===== src/rtl/acc16_pkg.sv =====
package acc16_pkg;
  localparam int ACC_BYTE_W = 8;
  localparam int ACC_WORD_W = 2 * ACC_BYTE_W;

  function automatic logic [ACC_WORD_W-1:0] join_word(input logic [ACC_BYTE_W-1:0] hi,
                                                      input logic [ACC_BYTE_W-1:0] lo);
    return {hi, lo};
  endfunction

  function automatic logic [ACC_BYTE_W-1:0] upper_byte(input logic [ACC_WORD_W-1:0] w);
    return w[ACC_WORD_W-1 -: ACC_BYTE_W];
  endfunction

  function automatic logic [ACC_BYTE_W-1:0] lower_byte(input logic [ACC_WORD_W-1:0] w);
    return w[ACC_BYTE_W-1:0];
  endfunction
endpackage


===== src/rtl/acc16_hold_reg.sv =====
module acc16_hold_reg
  import acc16_pkg::*;
(
  input  logic                  clk,
  input  logic                  rst_n,
  input  logic                  cap_live,
  input  logic                  cap_wr,
  input  logic [ACC_BYTE_W-1:0] live_hi,
  input  logic [ACC_BYTE_W-1:0] wr_byte,
  output logic [ACC_BYTE_W-1:0] hold_q
);
  always_ff @(posedge clk) begin
    if (!rst_n)        hold_q <= '0;
    else if (cap_wr)   hold_q <= wr_byte;
    else if (cap_live) hold_q <= live_hi;
  end

  AST_HOLD_FROM_LIVE: assert property (@(posedge clk) disable iff (!rst_n)
    (cap_live && !cap_wr) |=> hold_q == $past(live_hi));
  AST_HOLD_FROM_WRITE: assert property (@(posedge clk) disable iff (!rst_n)
    cap_wr |=> hold_q == $past(wr_byte));
  AST_HOLD_KEEPS: assert property (@(posedge clk) disable iff (!rst_n)
    (!cap_wr && !cap_live) |=> $stable(hold_q));
endmodule


===== src/rtl/acc16_rd_port.sv =====
module acc16_rd_port
  import acc16_pkg::*;
(
  input  logic                  clk,
  input  logic                  rst_n,
  input  logic                  take_lo,
  input  logic                  take_hi,
  input  logic [ACC_BYTE_W-1:0] live_lo,
  input  logic [ACC_BYTE_W-1:0] hold_q,
  output logic [ACC_BYTE_W-1:0] rdata
);
  always_ff @(posedge clk) begin
    if (!rst_n)       rdata <= '0;
    else if (take_lo) rdata <= live_lo;
    else if (take_hi) rdata <= hold_q;
  end

  AST_RD_HI_HOLD: assert property (@(posedge clk) disable iff (!rst_n)
    take_hi |=> rdata == $past(hold_q));
  AST_RD_IDLE: assert property (@(posedge clk) disable iff (!rst_n)
    (!take_lo && !take_hi) |=> $stable(rdata));
endmodule


===== src/rtl/acc16_wr_port.sv =====
module acc16_wr_port
  import acc16_pkg::*;
(
  input  logic                  clk,
  input  logic                  rst_n,
  input  logic                  commit,
  input  logic [ACC_BYTE_W-1:0] wr_byte,
  input  logic [ACC_BYTE_W-1:0] hold_q,
  output logic [ACC_WORD_W-1:0] load_val,
  output logic                  load
);
  always_ff @(posedge clk) begin
    if (!rst_n) begin
      load     <= 1'b0;
      load_val <= '0;
    end else begin
      load <= commit;
      if (commit) load_val <= join_word(wr_byte, hold_q);
    end
  end

  AST_LOAD_CAUSE: assert property (@(posedge clk) disable iff (!rst_n)
    load |-> $past(commit));
  AST_LOAD_WORD: assert property (@(posedge clk) disable iff (!rst_n)
    commit |=> (load && lower_byte(load_val) == $past(hold_q)));
endmodule


===== src/rtl/acc16_bridge.sv =====
module acc16_bridge
  import acc16_pkg::*;
(
  input  logic                  clk,
  input  logic                  rst_n,
  input  logic                  bus_addr,
  input  logic                  bus_rd,
  input  logic                  bus_wr,
  input  logic [ACC_BYTE_W-1:0] bus_wdata,
  output logic [ACC_BYTE_W-1:0] bus_rdata,
  input  logic [ACC_WORD_W-1:0] cnt_live,
  output logic [ACC_WORD_W-1:0] cnt_load_val,
  output logic                  cnt_load
);
  localparam logic SEL_LO = 1'b0;
  localparam logic SEL_HI = 1'b1;

  // named access events
  logic ev_rd_lo, ev_rd_hi, ev_wr_lo, ev_wr_hi;
  logic [ACC_BYTE_W-1:0] hold_byte;

  assign ev_wr_lo = bus_wr && (bus_addr == SEL_LO);
  assign ev_wr_hi = bus_wr && (bus_addr == SEL_HI);
  assign ev_rd_lo = bus_rd && !bus_wr && (bus_addr == SEL_LO);
  assign ev_rd_hi = bus_rd && !bus_wr && (bus_addr == SEL_HI);

  acc16_hold_reg u_hold (
    .clk(clk), .rst_n(rst_n),
    .cap_live(ev_rd_lo), .cap_wr(ev_wr_lo),
    .live_hi(upper_byte(cnt_live)), .wr_byte(bus_wdata),
    .hold_q(hold_byte)
  );

  acc16_rd_port u_rd (
    .clk(clk), .rst_n(rst_n),
    .take_lo(ev_rd_lo), .take_hi(ev_rd_hi),
    .live_lo(lower_byte(cnt_live)), .hold_q(hold_byte),
    .rdata(bus_rdata)
  );

  acc16_wr_port u_wr (
    .clk(clk), .rst_n(rst_n),
    .commit(ev_wr_hi), .wr_byte(bus_wdata), .hold_q(hold_byte),
    .load_val(cnt_load_val), .load(cnt_load)
  );

  AST_LO_WR_NO_LOAD: assert property (@(posedge clk) disable iff (!rst_n)
    (ev_wr_lo && !ev_wr_hi) |=> !cnt_load);
  AST_RD_LO_LIVE: assert property (@(posedge clk) disable iff (!rst_n)
    ev_rd_lo |=> bus_rdata == lower_byte($past(cnt_live)));
  AST_LOAD_HIBYTE: assert property (@(posedge clk) disable iff (!rst_n)
    ev_wr_hi |=> upper_byte(cnt_load_val) == $past(bus_wdata));
  AST_ONE_EVENT: assert property (@(posedge clk) disable iff (!rst_n)
    $onehot0({ev_rd_lo, ev_rd_hi, ev_wr_lo, ev_wr_hi}));
endmodule


===== config.mk =====
export PLATFORM = sky130hd
export DESIGN_NAME = acc16_bridge
export DESIGN_NICKNAME = d
export VERILOG_FILES = /design/src/rtl/acc16_pkg.sv /design/src/rtl/acc16_hold_reg.sv /design/src/rtl/acc16_rd_port.sv /design/src/rtl/acc16_wr_port.sv /design/src/rtl/acc16_bridge.sv
export SDC_FILE = /design/constraint.sdc
export NUM_CORES = 1
export LEC_CHECK = 0
export CELL_PAD_IN_SITES_DETAIL_PLACEMENT = 0
export CELL_PAD_IN_SITES_GLOBAL_PLACEMENT = 1
export CORE_ASPECT_RATIO = 2
export CORE_MARGIN = 2
export CORE_UTILIZATION = 31
export DETAILED_ROUTE_END_ITERATION = 8
export PLACE_DENSITY = 0.84
export SLEW_MARGIN = 30
export SYNTH_ARGS = -nofsm -noshare
export SYNTH_HDL_FRONTEND = slang
export SYNTH_SLANG_ARGS = --single-unit

===== constraint.sdc =====
create_clock -name clk -period 1.4 [get_ports clk]
set_input_delay 0.28 -clock clk [delete_from_list [all_inputs] [get_ports clk]]
set_output_delay 0.28 -clock clk [all_outputs]
set_load 0.05 [all_outputs]

### Yosys cells after proc, flatten, opt, wreduce, memory -nomap -nowiden

Index checks and enable logic that the tools add are counted.

| cells by class | value |
|---|---|
| mux-type cells | 4 |
| bitwise gates (word level) | 1 |
| reduce and logical (&&, ||, !) cells | 8 |

Operator list:

| cell | number |
|---|---|
| two-way mux 8 bit | 4 |
| logical AND 1 bit | 5 |
| nonzero test 2 bit | 2 |
| zero test 1 bit | 1 |
| NOT 1 bit | 1 |

| word-level totals | value |
|---|---|
| flip-flop bits (word level) | 33 |
| bits of input ports | 29 |
| logic and storage cells | 17 |

### Depth between registers and ports, before layout

| depth | value |
|---|---|
| depth after elaboration | 5 |
| gate-level depth with buffers | 5 |
| depth with buffers taken out | 3 |

### Cells and area by module

From an unflattened synthesis, not the netlist that was laid out.

| second synthesis, totals | value |
|---|---|
| cells, all modules | 127 |
| area, all modules | 1557.7 µm² |

Modules (own cells, without submodules):

| module | times used | cells an instance | area each (µm²) | seq. area each (µm²) |
|---|---|---|---|---|
| acc16_wr_port | 1 | 53 | 643.1 | 340.3 |
| acc16_hold_reg | 1 | 35 | 440.4 | 160.2 |
| acc16_rd_port | 1 | 35 | 440.4 | 160.2 |
| acc16_bridge | 1 | 4 | 33.8 | 0.0 |

### Worst setup path after synthesis

OpenSTA, ideal clock, no wires.

| timing path | value |
|---|---|
| kind | input to register |
| start | in bus_addr |
| end | reg u_hold.hold_q[0] |
| library setup time | 0.067 ns |
| arrival | 1.096 ns |
| required time | 1.333 ns |
| setup slack | 0.237 ns |
| stages | 4 |
| path through | buf_4 > or3b_1 > buf_4 > o21ai_2 |

| between the ends | value |
|---|---|
| cells in the longest elaborated chain, start to end | 3 |
| elaborated cells between the ends (all ways) | 5 |
| those cells by class | mux: 1; bitwise: 1; reduce/logical: 3 |

Ends and longest elaborated chain:

| what | RTL line | source |
|---|---|---|
| start, declared | acc16_bridge.sv:6 | `input logic bus_addr,` |
| NOT 1 bit * | acc16_bridge.sv:22, acc16_bridge.sv:24 |  |
| logical AND 1 bit, on equally long branches | acc16_bridge.sv:22, acc16_bridge.sv:24 |  |
| two-way mux 8 bit or nonzero test 2 bit (tied branches) | -- |  |
| end signal, assigned | acc16_hold_reg.sv:14 | `else if (cap_wr) hold_q <= wr_byte;` |
| end signal, assigned | acc16_hold_reg.sv:15 | `else if (cap_live) hold_q <= live_hi;` |
| end, declared | acc16_hold_reg.sv:10 | `output logic [ACC_BYTE_W-1:0] hold_q` |

Mark *: on every way between the ends. The rest lies on a longest branch, timed or not.
A chain may end at the register's enable or synchronous reset.

### Worst setup path after layout

| timing path | value |
|---|---|
| start | in bus_wr |
| end | reg u_wr.load_val[7] |

| between the ends | value |
|---|---|
| cells in the longest elaborated chain, start to end | 1 |

Ends and longest elaborated chain:

| what | RTL line | source |
|---|---|---|
| start, declared | acc16_bridge.sv:8 | `input logic bus_wr,` |
| logical AND 1 bit | acc16_bridge.sv:23 | `assign ev_wr_hi = bus_wr && (bus_addr == SEL_HI);` |
| end signal, assigned | acc16_wr_port.sv:18 | `if (commit) load_val <= join_word(wr_byte, hold_q);` |
| end, declared | acc16_wr_port.sv:9 | `output logic [ACC_WORD_W-1:0] load_val,` |

Every way passes these cells.

==> results.sh <==
export IMPL_cell_internal_power_w=0.001657
export IMPL_finalSetupViolations=0
export IMPL_final_core_utilization=0.5553
export IMPL_met1_usage=0.1668
export IMPL_clock_skew_final_ns=0.002252
export IMPL_grt_busiest_layer="met2"
export IMPL_postLayoutCellArea_sq_mm=0.002386
export IMPL_netSwitchingPower_w=0.0006139
export IMPL_htree_num_levels=2
export IMPL_max_slew_margin_rel=0.8085
export IMPL_antenna_cells_inserted=0
export IMPL_synth_edff_count=0
export IMPL_post_dp_cell_area_sq_mm=0.002300
export IMPL_area_growth_from_synthesis_to_layout_pct=74.47
export IMPL_use_met2=0.2717
export IMPL_post_cts_resize_count=0
export IMPL_cts_hold_buf=0
export IMPL_grt_start_max_net_pins=34
export IMPL_dr_pass1_iterations=4
export IMPL_antenna_violating_nets_left=0
export IMPL_die_area_sq_mm=0.004991
export IMPL_critPathLaunchType="primary input"
export IMPL_maxCapViolCount=0
export IMPL_layout_cells_non_filler=261
export IMPL_timing_setup_tns_ns=0
export IMPL_path_max_fanout=16
export IMPL_wirelength_um=3500
export IMPL_synthDominantCellAreaShare=0.4831
export IMPL_cts_reportedPaths_clkPinSlew_ns=0.06
export IMPL_vias_per_cell=4.828
export IMPL_endpoint_kind="flip-flop"
export IMPL_outcome="finished clean"
export IMPL_placed_cells=254
export IMPL_cts_inserted_buffers=5
export IMPL_synthTopCellsByCount="sky130_fd_sc_hd__dfxtp_1, sky130_fd_sc_hd__nand2_1, sky130_fd_sc_hd__a21boi_1, sky130_fd_sc_hd__mux2i_1"
export IMPL_power_switching_share=0.2703
export IMPL_numPortBuffers=53
export IMPL_cts_repair_timing_setup_buffer_count=0
export IMPL_numClockSinks=33
export IMPL_globalRouteMet3Util=0.03364
export IMPL_grt_pass1_vias=1257
export IMPL_yosysUniqueCellTypes=18
export IMPL_period_minus_slack_ns=1.276
export IMPL_design_portCount=54
export IMPL_wire_length_of_the_first_global_routing_pass_um=5920
export IMPL_combPwrFrac=0.230
export IMPL_clk_path_buf_depth=2
export IMPL_routabilityCongestion=0.8138
export IMPL_timing_final_crit_share=0.9114
export IMPL_clkLatencyLatePin_ns=0.28
export IMPL_die_height_um=97.93
export IMPL_ys_seq_area_frac=0.4831
export IMPL_hold_violations=0
export IMPL_max_freq_mhz=783.7
export IMPL_powerDensity_mw_per_mm2=951.9
export IMPL_synth_net_count=175
export IMPL_yosys_warnings=0
export IMPL_setup_slack_of_the_worst_register_to_register_path_ns=0.71
export IMPL_worst_endpoint_arrival_ns=1.48
export IMPL_worst_pin_slew_ns=0.2873
export IMPL_netlist_area_sq_mm=0.001368
export IMPL_p_clk_frac=0.314
export IMPL_floorplan_core_area_sq_mm=0.004297
export IMPL_synthMostInstantiatedCell="sky130_fd_sc_hd__dfxtp_1"
export IMPL_hp_class="reg -> reg"
export IMPL_routedWlPerCell_um=13.41
export IMPL_dp_hpwl_um=2752
export IMPL_gr_usage_all_layers=0.1554
export IMPL_rows=34
export IMPL_category_of_the_critical_setup_timing_path="in -> reg"
export IMPL_number_of_register_bits_inferred_by_synthesis=33
export IMPL_remaining_global_route_overflow=0
export IMPL_max_vdd_ir_drop_uv=817.3
export IMPL_area_leader_netlist="sky130_fd_sc_hd__dfxtp_1"
export IMPL_postSynth_topFlopCell="sky130_fd_sc_hd__dfxtp_1"
export IMPL_detail_route_drc_violations=0
export IMPL_fraction_of_power_consumed_by_sequential_logic=0.455
export IMPL_netlist_top_cells_area="sky130_fd_sc_hd__dfxtp_1, sky130_fd_sc_hd__mux2i_1, sky130_fd_sc_hd__a21boi_1"
export IMPL_synthesis_instances=146
export IMPL_synthesis_area_per_instance_sq_um=9.367
export IMPL_maxSlewViolCount=0
export IMPL_leakage_nw=0.9417
export IMPL_clock_tree_root_cell="sky130_fd_sc_hd__clkbuf_8"
export IMPL_initial_core_util=0.3183
export IMPL_synth_async_sr_flop_share=0
export IMPL_placement_setup_worst_slack_ns=-0.1810
export IMPL_drt_first_iter_violations=19
export IMPL_postLayoutSetupSlackWorst_ns=0.1240
export IMPL_worst_ep_required_time_ns=1.61
export IMPL_drive_gt1_frac=0.2560
export IMPL_unrepaired_setup_endpoints_after_global_routing="no"
export IMPL_nets=236
export IMPL_initial_antenna_violation_count=0
export IMPL_detailroute_via_count=1260
export IMPL_die_x_um=50.97
export IMPL_cts_tree="built"
## placed cells by master (no fill, tap or decap), types with 6 or more instances in the layout
cell type,count
sky130_fd_sc_hd__mux2i_1,16
sky130_fd_sc_hd__o211ai_1,8
sky130_fd_sc_hd__a21oi_1,8
sky130_fd_sc_hd__clkbuf_8,6
sky130_fd_sc_hd__buf_12,29
sky130_fd_sc_hd__dfxtp_1,33
sky130_fd_sc_hd__clkdlybuf4s50_1,28
sky130_fd_sc_hd__nand2_1,32
sky130_fd_sc_hd__a21boi_1,16
sky130_fd_sc_hd__buf_4,8
sky130_fd_sc_hd__o21ai_0,6
sky130_fd_sc_hd__o21ai_2,8
## area by class of cell
type / count / area [sq um]
Fill cell: 401 / 1911
Timing Repair Buffer: 65 / 920.9
Sequential cell: 33 / 660.6
Multi-Input combinational cell: 102 / 650.6
Clock buffer: 7 / 86.33
Tap cell: 54 / 67.56
## sequential cells by signal, summed over array words and instances (netlist names)
signal         cells
u_rd.rdata         8
u_hold.hold_q      8
u_wr.load          1
u_wr.load_val     16
## final timing paths
kind	endpoint	from	cells past startpoint
worst max-delay path	u_wr.load_val[7]	bus_wr	6
worst min register to register	u_wr.load_val[4]	u_hold.hold_q[4]	2
worst min-delay path	u_wr.load_val[4]	u_hold.hold_q[4]	2
worst max register to register	u_wr.load_val[12]	u_wr.load_val[12]	2
## worst max-delay path, cell delays in order
cell and delay, ns:
sky130_fd_sc_hd__clkdlybuf4s50_1 0.49, sky130_fd_sc_hd__buf_4 0.20, sky130_fd_sc_hd__and2_1 0.19, sky130_fd_sc_hd__buf_12 0.14, sky130_fd_sc_hd__nand2_1 0.06, sky130_fd_sc_hd__a21boi_1 0.12
## logic make-up (layout without fill, tap and decap cells)
logic type      count (synthesis)  count (layout)  share of synthesized area
flops                          33              33                     0.4831
buf+inv                        11              72                    0.04117
compound gates                 48              48                     0.2415
simple gates                   38              38                     0.1171
mux                            16              16                     0.1171
## layer usage
metal | vias to the layer above | routed length [um] | part of all wire
met5 | - | 0 | 0
met4 | 0 | 82 | 0.023
met3 | 6 | 133 | 0.038
met2 | 39 | 1983 | 0.57
met1 | 589 | 1300 | 0.37
li1 | 626 | - | -
## metrics by stage
step	power (W)	hold slack, ns
2_1_floorplan	0.001281	0.4149
3_3_place_gp	0.001575	0.4691
3_5_place_dp	0.001581	0.4754
4_1_cts	0.002292	0.4876
5_1_grt	0.002371	0.5075
6_report	0.002271	0.4801
## power groups by stage
stage / Sequential (W) / Combinational (W) / Clock, W
final: 0.00103 / 0.000523 / 0.000714
after floorplan: 0.00114 / 0.000139 / 0
after detailed placement: 0.00105 / 0.000527 / 0
after global routing: 0.00104 / 0.000551 / 0.000780
after global placement: 0.00105 / 0.000521 / 0
after CTS: 0.00103 / 0.000528 / 0.000730
(Power assumes the default switching activity.)
